### src/rtl/sync_strobe_gen.sv
module sync_strobe_gen #(
  parameter int CNT_W = 8
) (
  input  logic             clk,
  input  logic             rst,
  input  logic             sync_oneshot,
  input  logic             sync_hold,
  input  logic             sync_ext,
  input  logic             strobe_auto,
  input  logic             strobe_long,
  input  logic             strobe_force,
  input  logic             rolling_sf,
  input  logic             sync_pin,
  input  logic             all_rows_int,
  input  logic             row_tick,
  input  logic [CNT_W-1:0] rows_to_read,
  output logic             sync_out,
  output logic             strobe_out
);
  logic             pin_s1, pin_s2, oneshot_d, sync_q;
  logic             force_q, active, long_q;
  logic [CNT_W-1:0] cnt;

  wire auto_on   = strobe_auto & rolling_sf;
  wire long_ok   = rows_to_read > CNT_W'(1);
  wire oneshot_p = sync_oneshot & ~oneshot_d;

  always_ff @(posedge clk) begin
    if (rst) begin
      pin_s1    <= 1'b0;
      pin_s2    <= 1'b0;
      oneshot_d <= 1'b0;
      sync_q    <= 1'b0;
    end else begin
      pin_s1    <= sync_pin;
      pin_s2    <= pin_s1;
      oneshot_d <= sync_oneshot;
      sync_q    <= sync_ext ? pin_s2 : (sync_hold | oneshot_p);
    end
  end

  always_ff @(posedge clk) begin
    if (rst) begin
      force_q <= 1'b0;
      active  <= 1'b0;
      long_q  <= 1'b0;
      cnt     <= '0;
    end else begin
      force_q <= strobe_force;
      if (!auto_on) begin
        active <= 1'b0;
        cnt    <= '0;
      end else if (all_rows_int) begin
        long_q <= strobe_long;
        if (!strobe_long) begin
          active <= 1'b1;
          cnt    <= '0;
        end else if (long_ok) begin
          active <= 1'b1;
          cnt    <= rows_to_read - CNT_W'(1);
        end else begin
          active <= 1'b0;
          cnt    <= '0;
        end
      end else if (row_tick && active) begin
        if (!long_q || cnt == CNT_W'(1)) begin
          active <= 1'b0;
          cnt    <= '0;
        end else begin
          cnt <= cnt - CNT_W'(1);
        end
      end
    end
  end

  assign sync_out   = sync_q;
  assign strobe_out = force_q | active;
endmodule


### config.mk
export PLATFORM = sky130hd
export DESIGN_NAME = sync_strobe_gen
export DESIGN_NICKNAME = d
export VERILOG_FILES = /design/src/rtl/sync_strobe_gen.sv
export SDC_FILE = /design/constraint.sdc
export NUM_CORES = 1
export LEC_CHECK = 0
export BUFFER_PORTS_ARGS = -buffer_cell sky130_fd_sc_hd__buf_4
export CAP_MARGIN = 20
export CORE_MARGIN = 3
export CORE_UTILIZATION = 25
export CTS_CLUSTER_SIZE = 25
export DETAILED_ROUTE_END_ITERATION = 16
export SYNTH_ARGS = -nofsm -noshare
export SYNTH_HDL_FRONTEND = slang
export SYNTH_SLANG_ARGS = --single-unit
### constraint.sdc
create_clock -name clk -period 2.08 [get_ports clk]
set_clock_uncertainty 0.05 [all_clocks]
set_input_delay 0 -clock clk [delete_from_list [all_inputs] [get_ports clk]]
set_output_delay 0 -clock clk [all_outputs]
set_load 0.02 [all_outputs]
==> results of run 1 <==
-- state kept, by name, summed over array words and instances (netlist names) --
register and cells:
sync_out 1, long_q 1, active 1, force_q 1, pin_s2 1, oneshot_d 1, pin_s1 1, cnt 8
-- critical path: cells and delay by family (launching register included) --
kind / cells / cell delay, ns
AO/OA/AOI/OAI: 3 / 0.92
flip-flops: 1 / 0.35
AND/OR/NAND/NOR: 1 / 0.45
-- area by class of cell --
class                      count  area share
timing repair buffer          30       0.187
clock buffer                   4      0.0344
inverter                       7      0.0201
multi-input combinational     91       0.485
tap                           46      0.0439
sequential                    15       0.229
-- metal layers --
| layer | global-route usage | share of wire | routed length [um] |
|---|---|---|---|
| met5 | 0 | 0 | 0 |
| met2 | 0.202 | 0.50 | 1230 |
| met3 | 0.0361 | 0.052 | 129 |
| met1 | 0.140 | 0.43 | 1070 |
| met4 | 0.0571 | 0.020 | 50 |
-- metrics by stage --
stage	cell area, sq um	util	instances	total power, mW	hold WS (ns)
2_1_floorplan	966	-	114	0.373	0.0216
3_3_place_gp	1180	0.337	181	0.428	0.156
3_5_place_dp	1180	0.337	181	0.432	0.164
4_1_cts	1310	0.372	193	0.683	0.0522
5_1_grt	1310	0.372	193	0.708	0.0669
6_report	1310	0.372	193	0.679	0.0498
-- layout by cell type, fill, tap and decap left out, drive strengths merged, types with 2 or more instances in the layout --
cell type and instances:
a21boi 2, a21oi 6, a31oi 5, a32o 2, buf 22, clkbuf 4, dfxtp 15, dlygate4sd3 8
ha 4, inv 7, nand2 5, nand2b 3, nand3 2, nor2 6, nor2b 4, nor3 3
nor3b 3, nor4 3, o21a 2, o21ai 11, or2 5, or4 4, xnor2 2
-- power breakdown --
| group | internal, mW | switching (mW) | total [mW] |
|---|---|---|---|
| Combinational | 0.0714 | 0.0649 | 0.136 |
| Sequential | 0.296 | 0.00521 | 0.301 |
| Clock | 0.136 | 0.106 | 0.242 |
-- worst max path at each step --
stage | startpoint | slack [ns] | cells past startpoint | to
floorplan | cnt[0] | 0.30 | 4 | cnt[5]
global placement | cnt[5] | 0.26 | 4 | cnt[3]
detailed placement | cnt[0] | 0.22 | 4 | cnt[5]
CTS | cnt[5] | 0.20 | 4 | cnt[3]
global route | cnt[0] | 0.12 | 4 | cnt[5]
finish | cnt[5] | 0.20 | 4 | cnt[3]
-- cell families (layout without fill, tap and decap cells) --
family	count (synthesis)	after routing	synth area share
AO/OA/AOI/OAI	40	40	0.306
XOR/XNOR	3	3	0.0272
adder cells (fa/ha/maj)	4	4	0.0518
buffers and inverters	8	41	0.0311
flip-flops	15	15	0.311
multiplexers	1	1	0.0104
AND/OR/NAND/NOR	43	43	0.263
-- what timing repair did --
item,in CTS,in global routing
setup endpoints to repair,0,0
hold buffers,8,0
setup buffers,0,0
endpoints found under the hold margin,6,0
==> results.md, run 1 <==
- The die outline width is roughly 68 um.
- The antenna diode instance count is 0.
- STA classifies the critical path startpoint as a register.
- Synthesis produced a netlist with a net count of 138.
- The first detailed-routing pass ran for 4 iterations.
- The die covers 4650 sq um.
- The critical hold path startpoint is rows_to_read[4].
- Clock-pin slew was measured on the worst setup and hold paths at around 0.06 ns.
- The signal on the critical path passes through or3_1, o41ai_4, o21ai_1, a32o_1.
- In the synthesized netlist, the cells that appear most often are sky130_fd_sc_hd__dfxtp_1, sky130_fd_sc_hd__o21ai_0, sky130_fd_sc_hd__inv_1.
- Averaged over all synthesized cells, the footprint is ~8.5 sq um.
- The power density of the placed cells is roughly 520 nW/um^2.
- The number of maximum-capacitance constraint violations is 0.
- The post-route setup TNS is 0 ns.
- STA classifies the critical path endpoint as a register.
- The startpoint-to-endpoint class of the critical path is register to register.
- The top cell type by total area after synthesis is sky130_fd_sc_hd__dfxtp_1.
- The number of DRC violations after detailed-routing iteration 0 is 28.
- The minimum clock period is ~1.9 ns.
- The number of antenna violations at the first check in global routing is 0.
- The origin of the critical flop-to-flop path is cnt[5].
- The detailed-route wire length per cell is between 10 and 15 um.
- The synthesis-stage register bit count is 15.
- Derived from the worst setup path, the maximum achievable clock frequency is 0.532 GHz.
- The routed layout has 970 vias.
- The final number of max-transition violations was 0.
- Setup repair after global routing left no endpoint under its margin.
- After clock tree synthesis, the repair step resized 0 gates.
- For the worst flop-to-flop path, the logic depth is 4.
- The clock latency on the worst-skew pair is 0.25 ns.
- The HPWL after detailed placement is 1890 um.
- The delay of the slowest critical-path stage is approximately 0.52 ns.
- The total core area is 3520 sq um.
- In the synthesized netlist the dominant register cell turns out to be sky130_fd_sc_hd__dfxtp_1.
- The layout has between 300 and 400 filler cells.
- The worst pin sits at a relative slew slack of 0.606.
- The master of the slowest instance on the critical path is sky130_fd_sc_hd__o41ai_4.
- Wires add up to between 2000 and 2500 um.
- The layout overhead on the synthesized area is 35.6%.
- The deepest level of the CTS H-tree is 1.
- In this run the deepest clock path goes through 2 buffers.
- At the end of the flow, the number of nets in the layout was ~170.
- The fraction of layout instances using a drive strength above 1 is 0.224.
- By area the synthesized netlist is led by sky130_fd_sc_hd__dfxtp_1, sky130_fd_sc_hd__ha_1, sky130_fd_sc_hd__o21ai_0, sky130_fd_sc_hd__a21oi_1, sky130_fd_sc_hd__o41ai_4.
- Setup slack on the worst reg-to-reg path comes out at 0.20 ns.
- The per-cell via count in the routed design is 5.03.
- The total DRC errors in the routed layout is 0.
- Registers take ~300 sq um.
- The count of input and output buffers is 21.
- The synthesized netlist cell count is ~110.
- The leading cell type by number of instances after synthesis is sky130_fd_sc_hd__dfxtp_1.
- In the global route stage, overall resource usage came out at 0.121.
- Measured along the y axis, the die boundary spans 68.2 um.
- The maximum vdd drop is approximately 0.24 mV.
- The count of standard-cell rows is 21.
- Across all setup checks in the final design, the least slack found is 0.200 ns.
- The number of enable flip-flop cells after synthesis is 0.
- During I/O placement, the number of pins put on the boundary was 22.
- The endpoint identified for the worst register-to-register timing path is cnt[3].
- TritonCTS built the clock tree.
- The final period utilization is 0.904.
- At the end of routability-driven placement, the weighted congestion stood at ~0.8.
- The setup slack after placement is about 0.22 ns.
- The sink count of the clock tree is 15.
- The count of different cell masters after synthesis is 45.
- For the worst setup path, the data arrival time is 1.98 ns.
- The sum of overflow across all layers after global routing is 0.
- The count of nets left with antenna violations after detail routing is 0.
- In this run the worst path has a maximum fanout of 8.
- The min-delay analysis places its worst path in the category input pin to register.
- Setup violations remaining at the end of the flow were counted as 0.
- The share of synthesized area in the top cell type comes to 0.311.
- The flow ran to the end, and the final reports show no timing, DRC or antenna violations.
- The cell at the root of the clock tree is sky130_fd_sc_hd__clkbuf_8.
- The mapped netlist covers a little under 1000 sq um.
- The area taken by multi-input logic gates is ~640 sq um.
- Entering global routing, the biggest net connects 12 pins.
- The initial utilization of the core area, before any placement, comes to 0.274.
- The analysis attributes to cell leakage a power of 0.533 nW.
- The final number of hold-violating endpoints is 0.
- Yosys printed 0 warnings.
- For the pin with the worst max-slew slack, the measured transition is just under 0.6 ns.
- The global-route wire length before repair is 4130 um.
- Clock tree synthesis inserted a total of 3 buffers.
- The share of the yosys chip area belonging to registers is 0.311.
- The fraction of registers with async set or reset after synthesis is 0.
- The required time of the critical path is between 2 and 2.5 ns.
- The via count of the first global-routing pass is 918.
- The endpoint of the worst hold-timing path is cnt[4].
- The worst hold path stage count is 4.
(Power assumes the default switching activity.)
==> run 2: changes to the inputs <==
- REMOVE_ABC_BUFFERS: default -> 1
==> run 2 against run 1 <==
Die area unchanged. Cell count is 0.52% lower. Maximum frequency decreased by 0.84%. Clock-buffer cell count is 1 lower. Cell area down 0.48%. Wire length increased by 3.0%. Sequential cell count unchanged. Combinational power about the same. Sequential power barely moved. First-iteration DRC count rose by 54%. Critical path depth unchanged. Non-clock buffer count decreased by 1. Largest cell class unchanged.
==> results.md, run 2 (synthesis gave the netlist of run 1 again) <==
- The maximum vdd drop is 0.195 mV (-19%).
- The number of placed instances, taps included is 180 (-0.55%).
- The via count of the first global-routing pass is 1009 (+9.9%).
- The setup slack of the most critical reg-to-reg path was 0.18 ns (-0.02 ns).
- In the layout the commonest cells are sky130_fd_sc_hd__buf_4, sky130_fd_sc_hd__dfxtp_1, sky130_fd_sc_hd__o21ai_0, sky130_fd_sc_hd__dlygate4sd3_1, sky130_fd_sc_hd__inv_1.
- The TritonCTS buffer count came to 3 (unchanged).
- The total chip power is 0.676 mW (-0.47%).
- The register clock-pin slew on the reported worst setup and hold paths came to 0.06 ns (about the same).
- The power density of the placed cells is 519 nW/um^2 (about the same).
- The cell type group with the largest total delay on the critical path is compound AO/OA/AOI/OAI gates.
- The global placement routability congestion is 0.782 (-0.18%).
- The final standard cell area without fillers came to 1300 sq um (-0.48%).
- The effective utilization at floorplan was 0.274 (unchanged).
- The total number of nets in the final design is 171 (-0.58%).
- The per-cell via count in the routed design came to 5.17 (+2.9%).
- The fraction of layout instances using a drive strength above 1 came to 0.226 (+0.00154).
- The final period utilization was 0.912 (+0.00770).
- The placed standard-cell area came to 1180 sq um (-0.63%).
- The buffer and inverter count on the worst path is 0 (unchanged).
- The global-route wire length before repair was 4300 um (+4.2%).
- The kind of start point of the critical path is a register.
- The sink count of the clock tree is 15 (unchanged).
- The post-route setup TNS came to 0 ns (unchanged).
- The worst endpoint data arrival time is 1.99 ns (about the same).
- The worst slew margin relative to its limit is 0.518 (-0.0877).
- The critical path capture point type is a register.
- The fraction of power consumed by the clock network is 0.352 (-0.004).
- The half-perimeter wire length after placement was 1930 um (+2.4%).
- The final cell count without fillers came to 192 (-0.52%).
- The required time of the critical path is 2.17 ns (about the same).
- The count of input and output buffers is 21 (unchanged).
- The deepest level of the CTS H-tree is 1 (unchanged).
- Setup repair after global routing left no endpoint under its margin.
- The delay of the slowest critical-path stage is 0.52 ns (about the same).
- The worst-case clock buffer depth is 2 (unchanged).
- The die height was 68.2 um (unchanged).
- The final number of hold-violating endpoints is 0 (unchanged).
- The maximum fanout count along the critical path came to 8 (unchanged).
- The detailed-route wire length per cell is 13.3 um (+3.5%).
- The measured slew at the worst slew-check pin is 0.717 ns (+0.129 ns).
- The sum of overflow across all layers after global routing is 0 (unchanged).
- The leakage power total is 0.531 nW (-0.23%).
- The wire length reported by the detailed router is 2550 um (+3.0%).
- The count of nets left with antenna violations after detail routing came to 0 (unchanged).
- On the critical path, the stage with the largest delay is an instance of sky130_fd_sc_hd__o41ai_4.
- The number of endpoints failing setup at the final stage is 0 (unchanged).
- The all-layer global routing usage was 0.118 (-0.00256).
- The switching fraction of total power was 0.261 (+0.00291).
- The signal on the critical path passes through or3_1, o41ai_4, o21ai_1, a32o_1.
- Counting flops per register, the top entry is cnt.
- The die outline width is 68.2 um (unchanged).
- The peak clock frequency supported by timing was 0.527 GHz (-0.84%).
- The clock latency on the worst-skew pair is 0.24 ns (about the same).
- The flow ran to the end, and the final reports show no timing, DRC or antenna violations.
- The maximum number of pins on one net before global-route repair is 12 (unchanged).
- The number of cells upsized or downsized after cts is 0 (unchanged).
- The count of boundary I/O pins is 22 (unchanged).
- The via total after detailed routing came to 993 (+2.4%).
- The post-route worst hold slack is 0.0723 ns (+0.0225 ns).
- The TritonCTS clock tree is done.
- The total iterations of the first detailed-routing run was 4 (unchanged).
- The minimum clock period is 1.90 ns (+0.0160 ns).
- The number of antenna violations at the first check in global routing was 0 (unchanged).
- The internal portion of total power is 0.499 mW (-0.86%).
- The total DRC errors in the routed layout came to 0 (unchanged).
- The combinational group share of total power is 0.202 (about the same).
- The area of the die was 4650 sq um (unchanged).
- The setup path with the least slack is of type register to register.
- The most common cell after layout, fill and taps aside is sky130_fd_sc_hd__buf_4.
- The area growth from synthesis to layout is 35.0%.
- The power dissipated by switching net loads is 0.177 mW (+0.65%).
- In this run the clock root is driven by a sky130_fd_sc_hd__clkbuf_8.
- The final number of max-transition violations is 0 (unchanged).
- The min-delay analysis places its worst path in the category input pin to register.
- The sequential power share is 0.446 (+0.002).
- The total core area is 3520 sq um (unchanged).
- The number of maximum-capacitance constraint violations was 0 (unchanged).
- The count of standard-cell rows was 21 (unchanged).
- The flip-flop count of the largest register, all copies and words added is 8 (unchanged).
- The antenna diode instance count was 0 (unchanged).
- The number of DRC violations after detailed-routing iteration 0 is 43 (+54%).
==> run 2: tightest hold or removal path: cells and delay by family <==
family	cells	cell delay, ns
AO/OA/AOI/OAI	1	0.04
buffers and inverters	1	0.11
AND/OR/NAND/NOR	2	0.17
==> run 2: cell type report <==
type,count,area (sq um)
Clock buffer,3,41.3
Clock inverter,1,5.00
Fill cell,375,2220
Inverter,7,26.3
Multi-Input combinational cell,91,636
Sequential cell,15,300
Tap cell,46,57.6
Timing Repair Buffer,29,238
==> run 2: stage by stage <==
step	util	worst slack [ns]
finish	0.370	0.184
global route	0.370	0.0726
CTS	0.370	0.166
detailed placement	0.334	0.170
global placement	0.334	0.262
floorplan	-	0.298
==> run 2: worst paths after layout <==
path / start / to / cells after the start
min reg2reg: pin_s1 / pin_s2 / 1
max reg2reg: cnt[5] / cnt[3] / 4
max: cnt[5] / cnt[3] / 4
min: rolling_sf / cnt[4] / 4
==> run 2: power by group through the flow <==
stage                     Clock (mW)  Combinational [mW]  Sequential (mW)
after floorplan                    0              0.0646            0.308
after global placement             0               0.120            0.307
after detailed placement           0               0.123            0.308
after CTS                      0.243               0.136            0.301
after global routing           0.258               0.152            0.302
final                          0.238               0.136            0.301
==> run 2: timing repair <==
action / 4_1_cts / 5_1_grt
buffers inserted: 0 / 0
endpoints found under the setup margin: 0 / 0
hold endpoints to repair: 6 / 0
hold buffers: 8 / 0
==> run 2: per-layer routing <==
| metal | track usage | part of all wire | wire length (um) |
|---|---|---|---|
| met5 | 0 | 0 | 0 |
| met4 | 0.0397 | 0.0055 | 14 |
| met3 | 0.0197 | 0.025 | 63 |
| met2 | 0.207 | 0.51 | 1300 |
| met1 | 0.145 | 0.46 | 1170 |
==> run 3: changes to the inputs <==
- CORE_ASPECT_RATIO: default -> 1.2
==> run 3 against run 2 <==
Worst setup slack better by 0.022 ns. Critical path type unchanged. Worst hold slack worse by 0.027 ns. Maximum frequency is 1.2% higher. Cell area is 1.3% higher. Highest routed layer unchanged. Register-to-register slack better by 0.02 ns. Sequential share of layout area is 0.31 points lower. Critical path depth stayed put. Wire length is 0.24% lower. Die area hardly changed.
==> results.md, run 3 (synthesis gave the netlist of run 1 again) <==
- The internal portion of total power is 0.502 mW (+0.60%).
- The post-route setup TNS is 0 ns (unchanged).
- The effective utilization at floorplan is 0.264 (-0.0107).
- The slowest stage of the critical path is the sky130_fd_sc_hd__or4_4 cell.
- The delay of the slowest critical-path stage came to 0.59 ns (+0.07 ns).
- The per-cell via count in the routed design is 4.96 (-4.0%).
- Setup repair after global routing left no endpoint under its margin.
- The die height is 74.1 um (+8.7%).
- The power dissipated by switching net loads is 0.183 mW (+3.7%).
- The via count of the first global-routing pass was 1056 (+4.7%).
- The measured slew at the worst slew-check pin is 0.604 ns (-0.113 ns).
- The final period utilization was 0.901 (-0.0105).
- The combinational group share of total power is 0.200 (-0.002).
- The global-route wire length before repair came to 4360 um (+1.4%).
- The critical path capture point type is a register.
- The cell at the root of the clock tree is sky130_fd_sc_hd__clkbuf_8.
- The count of standard-cell rows is 24 (+14%).
- The utilization of the core after routing was 0.361 (-0.00964).
- The critical path goes through or4_4, or4_1, a21bo_1, a31oi_2.
- The deepest level of the CTS H-tree is 1 (unchanged).
- The number of endpoints failing setup at the final stage is 0 (unchanged).
- The number of maximum-capacitance constraint violations is 0 (unchanged).
- The sequential power share came to 0.439 (-0.007).
- The top cell types in the final layout, fill and taps aside, are sky130_fd_sc_hd__buf_4, sky130_fd_sc_hd__dfxtp_1, sky130_fd_sc_hd__o21ai_0, sky130_fd_sc_hd__dlygate4sd3_1, sky130_fd_sc_hd__inv_1.
- The required time of the critical path came to 2.21 ns (+0.04 ns).
- The total chip power is 0.686 mW (+1.4%).
- The area of the die is 4650 sq um (about the same).
- The worst-case clock buffer depth is 2 (unchanged).
- The count of nets left with antenna violations after detail routing is 0 (unchanged).
- STA classifies the critical path startpoint as a register.
- The all-layer global routing usage is 0.117 (-0.00136).
- The maximum fanout count along the critical path is 6 (-2).
- The fraction of power consumed by the clock network came to 0.361 (+0.009).
- The maximum number of pins on one net before global-route repair was 12 (unchanged).
- The placed standard-cell area was 1190 sq um (+1.3%).
- The global placement routability congestion is 0.770 (-1.5%).
- The die outline width came to 62.7 um (-8.0%).
- The post-CTS repair timing setup buffer count was 0 (unchanged).
- The minimum clock period is 1.87 ns (-0.0218 ns).
- The TritonCTS clock tree is done.
- The number of antenna violations at the first check in global routing came to 0 (unchanged).
- The fraction of layout instances using a drive strength above 1 came to 0.231 (+0.00527).
- The detailed-route wire length per cell came to 12.8 um (-3.7%).
- The clock latency on the worst-skew pair is 0.25 ns (about the same).
- The sum of overflow across all layers after global routing is 0 (unchanged).
- The critical path in this run is classified as register to register.
- The total iterations of the first detailed-routing run was 4 (unchanged).
- The type of the most critical hold path is input pin to register.
- The worst endpoint data arrival time is 2.00 ns (about the same).
- The maximum vdd drop is 0.189 mV (-3.2%).
- The TritonCTS buffer count came to 3 (unchanged).
- The worst slew margin relative to its limit came to 0.594 (+0.0765).
- The switching fraction of total power came to 0.267 (+0.00599).
- The antenna diode instance count is 0 (unchanged).
- The number of DRC violations after detailed-routing iteration 0 is 43 (unchanged).
- The peak clock frequency supported by timing is 0.534 GHz (+1.2%).
- The register clock-pin slew on the reported worst setup and hold paths came to 0.07 ns (about the same).
- The final standard cell area without fillers is 1320 sq um (+1.3%).
- On the critical path the largest part of the delay comes from simple AND/OR/NAND/NOR gates.
- The sink count of the clock tree is 15 (unchanged).
- The via total after detailed routing is 988 (-0.50%).
- The count of input and output buffers is 21 (unchanged).
- The total number of nets in the final design came to 172 (+0.58%).
- The final number of max-transition violations is 0 (unchanged).
- The layout overhead on the synthesized area is 36.8%.
- The leakage power total is 0.532 nW (about the same).
- The final number of hold-violating endpoints is 0 (unchanged).
- The total DRC errors in the routed layout came to 0 (unchanged).
- The register with the most flip-flops is cnt.
- The flip-flop count of the largest register, all copies and words added was 8 (unchanged).
- The buffer and inverter count on the worst path is 0 (unchanged).
- The run finished with clean final reports.
- The count of boundary I/O pins was 22 (unchanged).
- The total core area is 3660 sq um (+4.1%).
- The power density of the placed cells came to 519 nW/um^2 (about the same).
- The wire length reported by the detailed router is 2540 um (-0.24%).
- The half-perimeter wire length after placement was 1950 um (+0.55%).
- Leaving out fill and tap cells, the most frequent cell in the layout is sky130_fd_sc_hd__buf_4.
==> run 3: worst register-to-register path, cell delays in order (launching register included) <==
cell and delay, ns:
sky130_fd_sc_hd__dfxtp_1 0.36, sky130_fd_sc_hd__or4_4 0.59, sky130_fd_sc_hd__or4_1 0.48, sky130_fd_sc_hd__a21bo_1 0.19, sky130_fd_sc_hd__a31oi_2 0.14
==> run 3: layout make-up <==
class,instances,area (sq um)
well taps,52,65.1
inverters,7,26.3
clock inverters,1,7.51
clock buffers,3,41.3
fillers,398,2340
flip-flops and latches,15,300
multi-input cells,91,636
repair buffers,30,245
==> run 3: metal layers <==
| metal | part of all wire | global-route usage |
|---|---|---|
| met1 | 0.41 | 0.121 |
| met2 | 0.53 | 0.237 |
| met3 | 0.046 | 0.0121 |
| met5 | 0 | 0 |
| met4 | 0.018 | 0.0564 |
==> run 3: power groups by stage <==
| stage | Clock (mW) | Sequential [mW] | Combinational, mW |
|---|---|---|---|
| 2_1_floorplan | 0 | 0.308 | 0.0646 |
| 3_3_place_gp | 0 | 0.307 | 0.121 |
| 3_5_place_dp | 0 | 0.308 | 0.124 |
| 4_1_cts | 0.250 | 0.301 | 0.136 |
| 5_1_grt | 0.267 | 0.302 | 0.151 |
| 6_report | 0.247 | 0.301 | 0.137 |
==> run 3: worst paths after layout <==
| path | slack [ns] | from | cells past startpoint | to |
|---|---|---|---|---|
| worst min register to register | 0.39 | pin_s1 | 1 | pin_s2 |
| worst min-delay path | 0.05 | rows_to_read[4] | 4 | cnt[4] |
| worst max-delay path | 0.21 | cnt[0] | 4 | cnt[5] |
| worst max register to register | 0.21 | cnt[0] | 4 | cnt[5] |
==> run 3: stage by stage <==
| stage | hold slack, ns | setup WS (ns) | instances |
|---|---|---|---|
| 2_1_floorplan | 0.0216 | 0.298 | 113 |
| 3_3_place_gp | 0.156 | 0.258 | 187 |
| 3_5_place_dp | 0.167 | 0.205 | 187 |
| 4_1_cts | 0.0473 | 0.204 | 199 |
| 5_1_grt | 0.0509 | 0.108 | 199 |
| 6_report | 0.0456 | 0.206 | 199 |
==> run 3: repair_timing <==
action | CTS | global route
gates resized for setup | 0 | 0
hold buffers | 8 | 0
endpoints found under the hold margin | 6 | 0
